===== src/rtl/timer_pkg.sv =====
package timer_pkg;
    typedef enum logic [1:0] {
        SEL_SLOW = 2'd0,
        SEL_FAST = 2'd1,
        SEL_EXT  = 2'd2,
        SEL_RSVD = 2'd3
    } tsel_e;

    typedef enum logic {
        LVL_LOW  = 1'b0,
        LVL_HIGH = 1'b1
    } lvl_state_e;
endpackage


===== src/rtl/pin_edge_fsm.sv =====
module pin_edge_fsm
    import timer_pkg::*;
#(
    parameter int SYNC_STAGES = 2,
    parameter bit RESET_LEVEL = 1'b1
) (
    input  logic clk,
    input  logic rst_n,
    input  logic pin_i,
    output logic fall_o,
    output logic rise_o
);
    logic [SYNC_STAGES-1:0] sync_q;
    logic                   lvl;
    lvl_state_e             st_q, st_d;

    assign lvl = sync_q[SYNC_STAGES-1];

    always_ff @(posedge clk or negedge rst_n) begin
        if (!rst_n) sync_q <= {SYNC_STAGES{RESET_LEVEL}};
        else        sync_q <= {sync_q[SYNC_STAGES-2:0], pin_i};
    end

    always_ff @(posedge clk or negedge rst_n) begin
        if (!rst_n) st_q <= RESET_LEVEL ? LVL_HIGH : LVL_LOW;
        else        st_q <= st_d;
    end

    always_comb begin
        st_d = st_q;
        unique case (st_q)
            LVL_HIGH: if (!lvl) st_d = LVL_LOW;
            LVL_LOW:  if (lvl)  st_d = LVL_HIGH;
            default:  st_d = LVL_HIGH;
        endcase
    end

    always_comb begin
        fall_o = 1'b0;
        rise_o = 1'b0;
        unique case (st_q)
            LVL_HIGH: fall_o = !lvl;
            LVL_LOW:  rise_o = lvl;
            default: ;
        endcase
    end

    // an edge event never lasts more than one cycle
    assert_single_fall_R12: assert property (@(posedge clk) disable iff (!rst_n)
        fall_o |=> !fall_o);
    assert_single_rise_R12: assert property (@(posedge clk) disable iff (!rst_n)
        rise_o |=> !rise_o);
endmodule


===== src/rtl/tick_gen.sv =====
module tick_gen
    import timer_pkg::*;
#(
    parameter int DIV_SLOW = 12,
    parameter int DIV_FAST = 2,
    parameter int DIV_EXT  = 8
) (
    input  logic  clk,
    input  logic  rst_n,
    input  tsel_e sel_i,
    input  logic  cnt_mode_i,
    input  logic  ext_rise_i,
    input  logic  pin_fall_i,
    output logic  tick_o
);
    localparam int PW = $clog2(DIV_SLOW);
    localparam int EW = $clog2(DIV_EXT);

    logic [PW-1:0] pre_q;
    logic [PW-1:0] pre_lim;
    logic [EW-1:0] ext_q;
    logic          pre_hit, ext_hit;

    assign pre_lim = (sel_i == SEL_FAST) ? PW'(DIV_FAST - 1) : PW'(DIV_SLOW - 1);
    assign pre_hit = (pre_q >= pre_lim);
    assign ext_hit = ext_rise_i && (ext_q == EW'(DIV_EXT - 1));

    always_ff @(posedge clk or negedge rst_n) begin
        if (!rst_n)       pre_q <= '0;
        else if (pre_hit) pre_q <= '0;
        else              pre_q <= pre_q + 1'b1;
    end

    always_ff @(posedge clk or negedge rst_n) begin
        if (!rst_n)          ext_q <= '0;
        else if (ext_rise_i) ext_q <= ext_q + 1'b1;
    end

    always_comb begin
        if (cnt_mode_i) tick_o = pin_fall_i;
        else begin
            unique case (sel_i)
                SEL_EXT:  tick_o = ext_hit;
                SEL_FAST: tick_o = pre_hit;
                default:  tick_o = pre_hit;
            endcase
        end
    end

    // on the slow timebase two ticks are never adjacent
    assert_slow_spacing_R5: assert property (@(posedge clk) disable iff (!rst_n)
        (tick_o && !cnt_mode_i && sel_i == SEL_SLOW && $stable(sel_i)) |=> !tick_o);
endmodule


===== src/rtl/count_core.sv =====
module count_core #(
    parameter int W = 16
) (
    input  logic         clk,
    input  logic         rst_n,
    input  logic         tick_i,
    input  logic         run_i,
    input  logic         dec_i,
    input  logic         wr_i,
    input  logic [W-1:0] wdata_i,
    input  logic         cap_evt_i,
    input  logic         ext_en_i,
    input  logic         cap_mode_i,
    input  logic         ovf_clr_i,
    input  logic         exf_clr_i,
    output logic [W-1:0] count_o,
    output logic [W-1:0] capture_o,
    output logic         ovf_o,
    output logic         exf_o
);
    localparam logic [W-1:0] MAXV = {W{1'b1}};

    logic step, wrap, cap_fire;

    assign step     = run_i && tick_i && !wr_i;
    assign wrap     = step && (dec_i ? (count_o == '0) : (count_o == MAXV));
    assign cap_fire = cap_evt_i && ext_en_i && cap_mode_i;

    always_ff @(posedge clk or negedge rst_n) begin
        if (!rst_n)    count_o <= '0;
        else if (wr_i) count_o <= wdata_i;
        else if (step) count_o <= dec_i ? count_o - 1'b1 : count_o + 1'b1;
    end

    always_ff @(posedge clk or negedge rst_n) begin
        if (!rst_n)        capture_o <= '0;
        else if (cap_fire) capture_o <= count_o;
    end

    always_ff @(posedge clk or negedge rst_n) begin
        if (!rst_n) begin
            ovf_o <= 1'b0;
            exf_o <= 1'b0;
        end else begin
            if (wrap)           ovf_o <= 1'b1;
            else if (ovf_clr_i) ovf_o <= 1'b0;
            if (cap_fire)       exf_o <= 1'b1;
            else if (exf_clr_i) exf_o <= 1'b0;
        end
    end

    assert_up_wrap_R2: assert property (@(posedge clk) disable iff (!rst_n)
        (run_i && tick_i && !wr_i && !dec_i && count_o == MAXV) |=> (count_o == '0 && ovf_o));
    assert_down_wrap_R3: assert property (@(posedge clk) disable iff (!rst_n)
        (run_i && tick_i && !wr_i && dec_i && count_o == '0) |=> (count_o == MAXV && ovf_o));
    assert_freeze_R4: assert property (@(posedge clk) disable iff (!rst_n)
        (!run_i && !wr_i) |=> $stable(count_o));
    assert_capture_hold_R6: assert property (@(posedge clk) disable iff (!rst_n)
        !cap_evt_i |=> $stable(capture_o));
    assert_capture_gate_R7: assert property (@(posedge clk) disable iff (!rst_n)
        $rose(exf_o) |-> $past(ext_en_i && cap_mode_i));
    assert_write_wins_R9: assert property (@(posedge clk) disable iff (!rst_n)
        wr_i |=> count_o == $past(wdata_i));
    assert_ovf_sticky_R10: assert property (@(posedge clk) disable iff (!rst_n)
        (ovf_o && !ovf_clr_i) |=> ovf_o);
    assert_exf_sticky_R10: assert property (@(posedge clk) disable iff (!rst_n)
        (exf_o && !exf_clr_i) |=> exf_o);
endmodule


===== src/rtl/updn_capture_timer.sv =====
module updn_capture_timer
    import timer_pkg::*;
#(
    parameter int W           = 16,
    parameter int SYNC_STAGES = 2,
    parameter int DIV_SLOW    = 12,
    parameter int DIV_FAST    = 2,
    parameter int DIV_EXT     = 8
) (
    input  logic         clk,
    input  logic         rst_n,
    input  logic         run_en,
    input  logic         ext_en,
    input  logic         cap_mode,
    input  logic         dec_en,
    input  logic [1:0]   clk_sel,
    input  logic         cnt_mode,
    input  logic         irq_en,
    input  logic         ext_clk,
    input  logic         cnt_pin,
    input  logic         cap_pin,
    input  logic         cnt_wr,
    input  logic [W-1:0] cnt_wdata,
    input  logic         ovf_clr,
    input  logic         exf_clr,
    output logic [W-1:0] count,
    output logic [W-1:0] capture,
    output logic         ovf_flag,
    output logic         ext_flag,
    output logic         irq
);
    logic cap_fall, cap_rise_unused;
    logic cnt_fall, cnt_rise_unused;
    logic ext_fall_unused, ext_rise;
    logic tick;

    pin_edge_fsm #(.SYNC_STAGES(SYNC_STAGES), .RESET_LEVEL(1'b1)) u_cap_edge (
        .clk(clk), .rst_n(rst_n), .pin_i(cap_pin),
        .fall_o(cap_fall), .rise_o(cap_rise_unused));

    pin_edge_fsm #(.SYNC_STAGES(SYNC_STAGES), .RESET_LEVEL(1'b1)) u_cnt_edge (
        .clk(clk), .rst_n(rst_n), .pin_i(cnt_pin),
        .fall_o(cnt_fall), .rise_o(cnt_rise_unused));

    pin_edge_fsm #(.SYNC_STAGES(SYNC_STAGES), .RESET_LEVEL(1'b0)) u_ext_edge (
        .clk(clk), .rst_n(rst_n), .pin_i(ext_clk),
        .fall_o(ext_fall_unused), .rise_o(ext_rise));

    tick_gen #(.DIV_SLOW(DIV_SLOW), .DIV_FAST(DIV_FAST), .DIV_EXT(DIV_EXT)) u_tick (
        .clk(clk), .rst_n(rst_n), .sel_i(tsel_e'(clk_sel)), .cnt_mode_i(cnt_mode),
        .ext_rise_i(ext_rise), .pin_fall_i(cnt_fall), .tick_o(tick));

    count_core #(.W(W)) u_core (
        .clk(clk), .rst_n(rst_n), .tick_i(tick), .run_i(run_en), .dec_i(dec_en),
        .wr_i(cnt_wr), .wdata_i(cnt_wdata), .cap_evt_i(cap_fall), .ext_en_i(ext_en),
        .cap_mode_i(cap_mode), .ovf_clr_i(ovf_clr), .exf_clr_i(exf_clr),
        .count_o(count), .capture_o(capture), .ovf_o(ovf_flag), .exf_o(ext_flag));

    assign irq = (ovf_flag | ext_flag) & irq_en;

    // the interrupt never rises while interrupts are disabled
    assert_irq_gate_R11: assert property (@(posedge clk) disable iff (!rst_n)
        !irq_en |-> !irq);
endmodule


===== config.mk =====
export PLATFORM = sky130hd
export DESIGN_NAME = updn_capture_timer
export DESIGN_NICKNAME = d
export VERILOG_FILES = /design/src/rtl/timer_pkg.sv /design/src/rtl/pin_edge_fsm.sv /design/src/rtl/tick_gen.sv /design/src/rtl/count_core.sv /design/src/rtl/updn_capture_timer.sv
export SDC_FILE = /design/constraint.sdc
export NUM_CORES = 1
export LEC_CHECK = 0
export BUFFER_PORTS_ARGS = -buffer_cell sky130_fd_sc_hd__buf_2
export CORE_MARGIN = 1
export CORE_UTILIZATION = 45
export CTS_BUF_LIST = sky130_fd_sc_hd__clkbuf_4 sky130_fd_sc_hd__clkbuf_8
export DETAILED_ROUTE_END_ITERATION = 8
export PLACE_DENSITY = 0.69
export SETUP_SLACK_MARGIN = 0.2
export SYNTH_ARGS = -nofsm -noshare
export SYNTH_HDL_FRONTEND = slang
export SYNTH_SLANG_ARGS = --single-unit

===== constraint.sdc =====
create_clock -name clk -period 6.7 [get_ports clk]
set_clock_uncertainty 0.2 [all_clocks]
set_input_delay 1.34 -clock clk [delete_from_list [all_inputs] [get_ports clk]]
set_output_delay 1.34 -clock clk [all_outputs]
set_load 0.005 [all_outputs]

==> impl_results.md <==
- Total GRT Usage: 21.1%
- Fmax: 286 MHz
- Initial DRC count: 110
- Worst skew pair latency: 0.32 ns
- Die Area: 0.00678 sq mm
- Post-Synth XOR/XNOR Area: 3.92%
- Max VDD drop: 0.194 mV
- NumNets Final: 377
- Diodes inserted: 0
- Wire per inst: 15.9 um
- Global-route wire length before repair: 10700 um
- Pre-antenna DRT Iters: 4
- Critical Path AT: 3.53 ns
- GP Congestion: 0.901
- Post-synthesis mux area share: 11.1%
- Initial antenna violation count: 0
- Compound-cell area share of the yosys netlist: 17.7%
- Total number of vias: 2283
- CP required: 6.73 ns
- Slew headroom: 35.4%
- Post-synth EDFFs: 0
- Final wirelength: 6420 um
- Synth Flop Type: dfrtp_1
- CTS sink cnt: 50
- Die width: 82.4 um
- Hold_buf cts: 0
- Clock slew at reported path FFs: 0.10 ns
- FF+latch count, synth: 50
- Clock tree buffer depth: 2
- Dpl cell area: 0.00329 sq mm
- Fin. max-slew vios: 0
- IO Pins: 67
- Yosys top cell area share: 37.9%
- Leak: 1.56 nW
- CTS buffer count: 5
- Critical path peak fanout: 17
- Synth cell count leaders: dfrtp_1, mux2_2, a21oi_1, ha_1, nand2_1
- Main combinational cell family by area after synthesis: compound AO/OA/AOI/OAI gates
- DR vias/cell: 5.67
- Antenna viol nets, final: 0
- Finished Cell Area: 0.00339 sq mm
- Synthesized area per cell: 11.1 sq um
- Area grow syn2layout: 16.6%
- Pwr Density: 288 mW/mm^2
- Simple-gate area share of the yosys netlist: 13.8%
- Pint: 0.629 mW
- Largest net degree at the start of global routing: 51
- CTS tree: done
- Final setup vio count: 0
- Post-synthesis instance total: 261
- Layout cells sized above 1: 35.7%
- Multi-input logic area: 0.00158 sq mm
- Most common cell in the netlist: dfrtp_1
- Status: finished, final reports clean
- Core ar.: 0.00606 sq mm
- Clk pwr share: 19.8%
- FP Rows: 28
- DP Wirelength: 4630 um
- Worst-Margin Slew: 0.964 ns
- Maxcap violations: 0
- Final min period: 3.50 ns
- Layout filler cell count: 561
- RSZ-0062 raised after global routing: no
- NetSw: 0.348 mW
- Sequential fraction of the synthesis area: 43.3%
- Htree depth: 2
- Cell Area, Synth: 0.00291 sq mm
- Crit start category: input port
- Largest cells by area after synthesis: dfrtp_1, mux2_2, ha_1
- Synth area leader: dfrtp_1
- Post-cts resize count: 0
- Register area: 0.00126 sq mm
- Min-delay worst type: reg2reg
- Setup WS pre-CTS: 2.90 ns
- Sum Neg Setup Slack: 0 ns
- Syn_nets: 311
- Die outline height: 82.4 um
- Synth Area in Adders: 8.01%
- Port Buf Inserts: 66
- Switch share: 35.7%
- Initial Util: 48.0%
- Number of global-route vias before repair: 2203
- Final Hold Viols: 0
- Worst setup margin: 3.20 ns
- Final Cycle Share: 52.2%
- Synth Warn #: 0
- CP Class: in2reg
- Post-synth cell types: 56
- Root Buffer Master: clkbuf_8
- Reg power frac: 45.1%
- DRC: 0
- Setup Fix Bufs, Post-CTS: 0
- Logic pwr share: 35.1%
- Element type at the critical path end: flop
- Grt ovf: 0
- Share of flip-flops with an asynchronous set or reset: 100%
[cell families after synthesis]
family / count (synthesis)
muxes: 28
DFF: 50
xor gates and xnor gates: 13
buffers and inverters: 13
and+or+nand+nor: 69
adders and majority gates: 18
AOI/OAI and AO/OA: 70
[sequential cells by signal, indices dropped and copies added, names as in the netlist]
register / flops
u_cap_edge.st_q: 1
u_cap_edge.sync_q: 2
u_cnt_edge.st_q: 1
u_cnt_edge.sync_q: 2
u_core.capture_o: 16
u_core.count_o: 16
u_core.exf_o: 1
u_core.ovf_o: 1
u_ext_edge.st_q: 1
u_ext_edge.sync_q: 2
u_tick.ext_q: 3
u_tick.pre_q: 4
[layout make-up]
cell class                      count  share of cell area, %
Inverter                            5                  0.554
Multi-Input combinational cell    198                   46.8
Timing Repair Buffer               67                   9.97
Clock buffer                        5                   2.03
Clock inverter                      3                  0.775
Tap cell                           75                   2.77
Sequential cell                    50                   37.1
[path summary, 6_finish.rpt]
check | start | end | slack (ns) | cells past startpoint
setup / recovery | dec_en | u_core.count_o[12] | 3.20 | 9
hold / removal | u_ext_edge.sync_q[0] | u_ext_edge.sync_q[1] | 0.16 | 0
setup reg to reg | u_core.count_o[0] | u_core.count_o[12] | 4.13 | 8
hold reg to reg | u_ext_edge.sync_q[0] | u_ext_edge.sync_q[1] | 0.16 | 0
max in group asynchronous | rst_n | u_tick.ext_q[0] | 4.97 | 2
min in group asynchronous | rst_n | u_core.exf_o | 0.91 | 2
[metal layers]
metal	vias up	share of wire, %	GRT usage, %
met5	-	0	0
met4	0	1.1	5.79
met3	9	5.0	4.84
met2	69	47	34.1
met1	1099	47	28.3
li1	1106	-	-
[power groups by stage]
stage / registers, mW / clock network [mW] / logic, mW
3_3_place_gp: 0.442 / 0 / 0.335
6_report: 0.441 / 0.193 / 0.343
4_1_cts: 0.442 / 0.200 / 0.346
2_1_floorplan: 0.434 / 0 / 0.238
5_1_grt: 0.453 / 0.211 / 0.389
3_5_place_dp: 0.448 / 0 / 0.344
[placed cells by master, fill, tap and decap left out, types with 6 or more instances in the layout]
| master | Yosys | routed |
|---|---|---|
| a21o_1 | 8 | 8 |
| a21oi_1 | 17 | 17 |
| buf_2 | 0 | 66 |
| dfrtp_1 | 44 | 44 |
| dfstp_2 | 6 | 6 |
| ha_1 | 17 | 17 |
| mux2_2 | 22 | 22 |
| nand2_1 | 13 | 13 |
| nand4_1 | 6 | 6 |
| nor2_1 | 8 | 8 |
| nor2b_1 | 9 | 9 |
| o21ai_0 | 8 | 8 |
| xnor2_1 | 8 | 8 |
[worst max-delay path: stages]
cell	delay, ns
buf_2	0.31
inv_1	0.19
fa_1	0.48
nor2b_1	0.18
o2111ai_1	0.24
nand4_1	0.21
nand2_1	0.11
a2111o_1	0.38
o211ai_1	0.09
[through the flow]
| step | util (%) | hold slack, ns | power [mW] | std cells |
|---|---|---|---|---|
| 6_report | 55.9 | 0.158 | 0.977 | 403 |
| 3_5_place_dp | 54.3 | 0.136 | 0.792 | 395 |
| 5_1_grt | 55.9 | 0.167 | 1.05 | 403 |
| 2_1_floorplan | - | 0.131 | 0.672 | 261 |
| 3_3_place_gp | 54.3 | 0.136 | 0.777 | 395 |
| 4_1_cts | 55.9 | 0.160 | 0.988 | 403 |
Note: power is estimated with default switching activity, not from simulation.
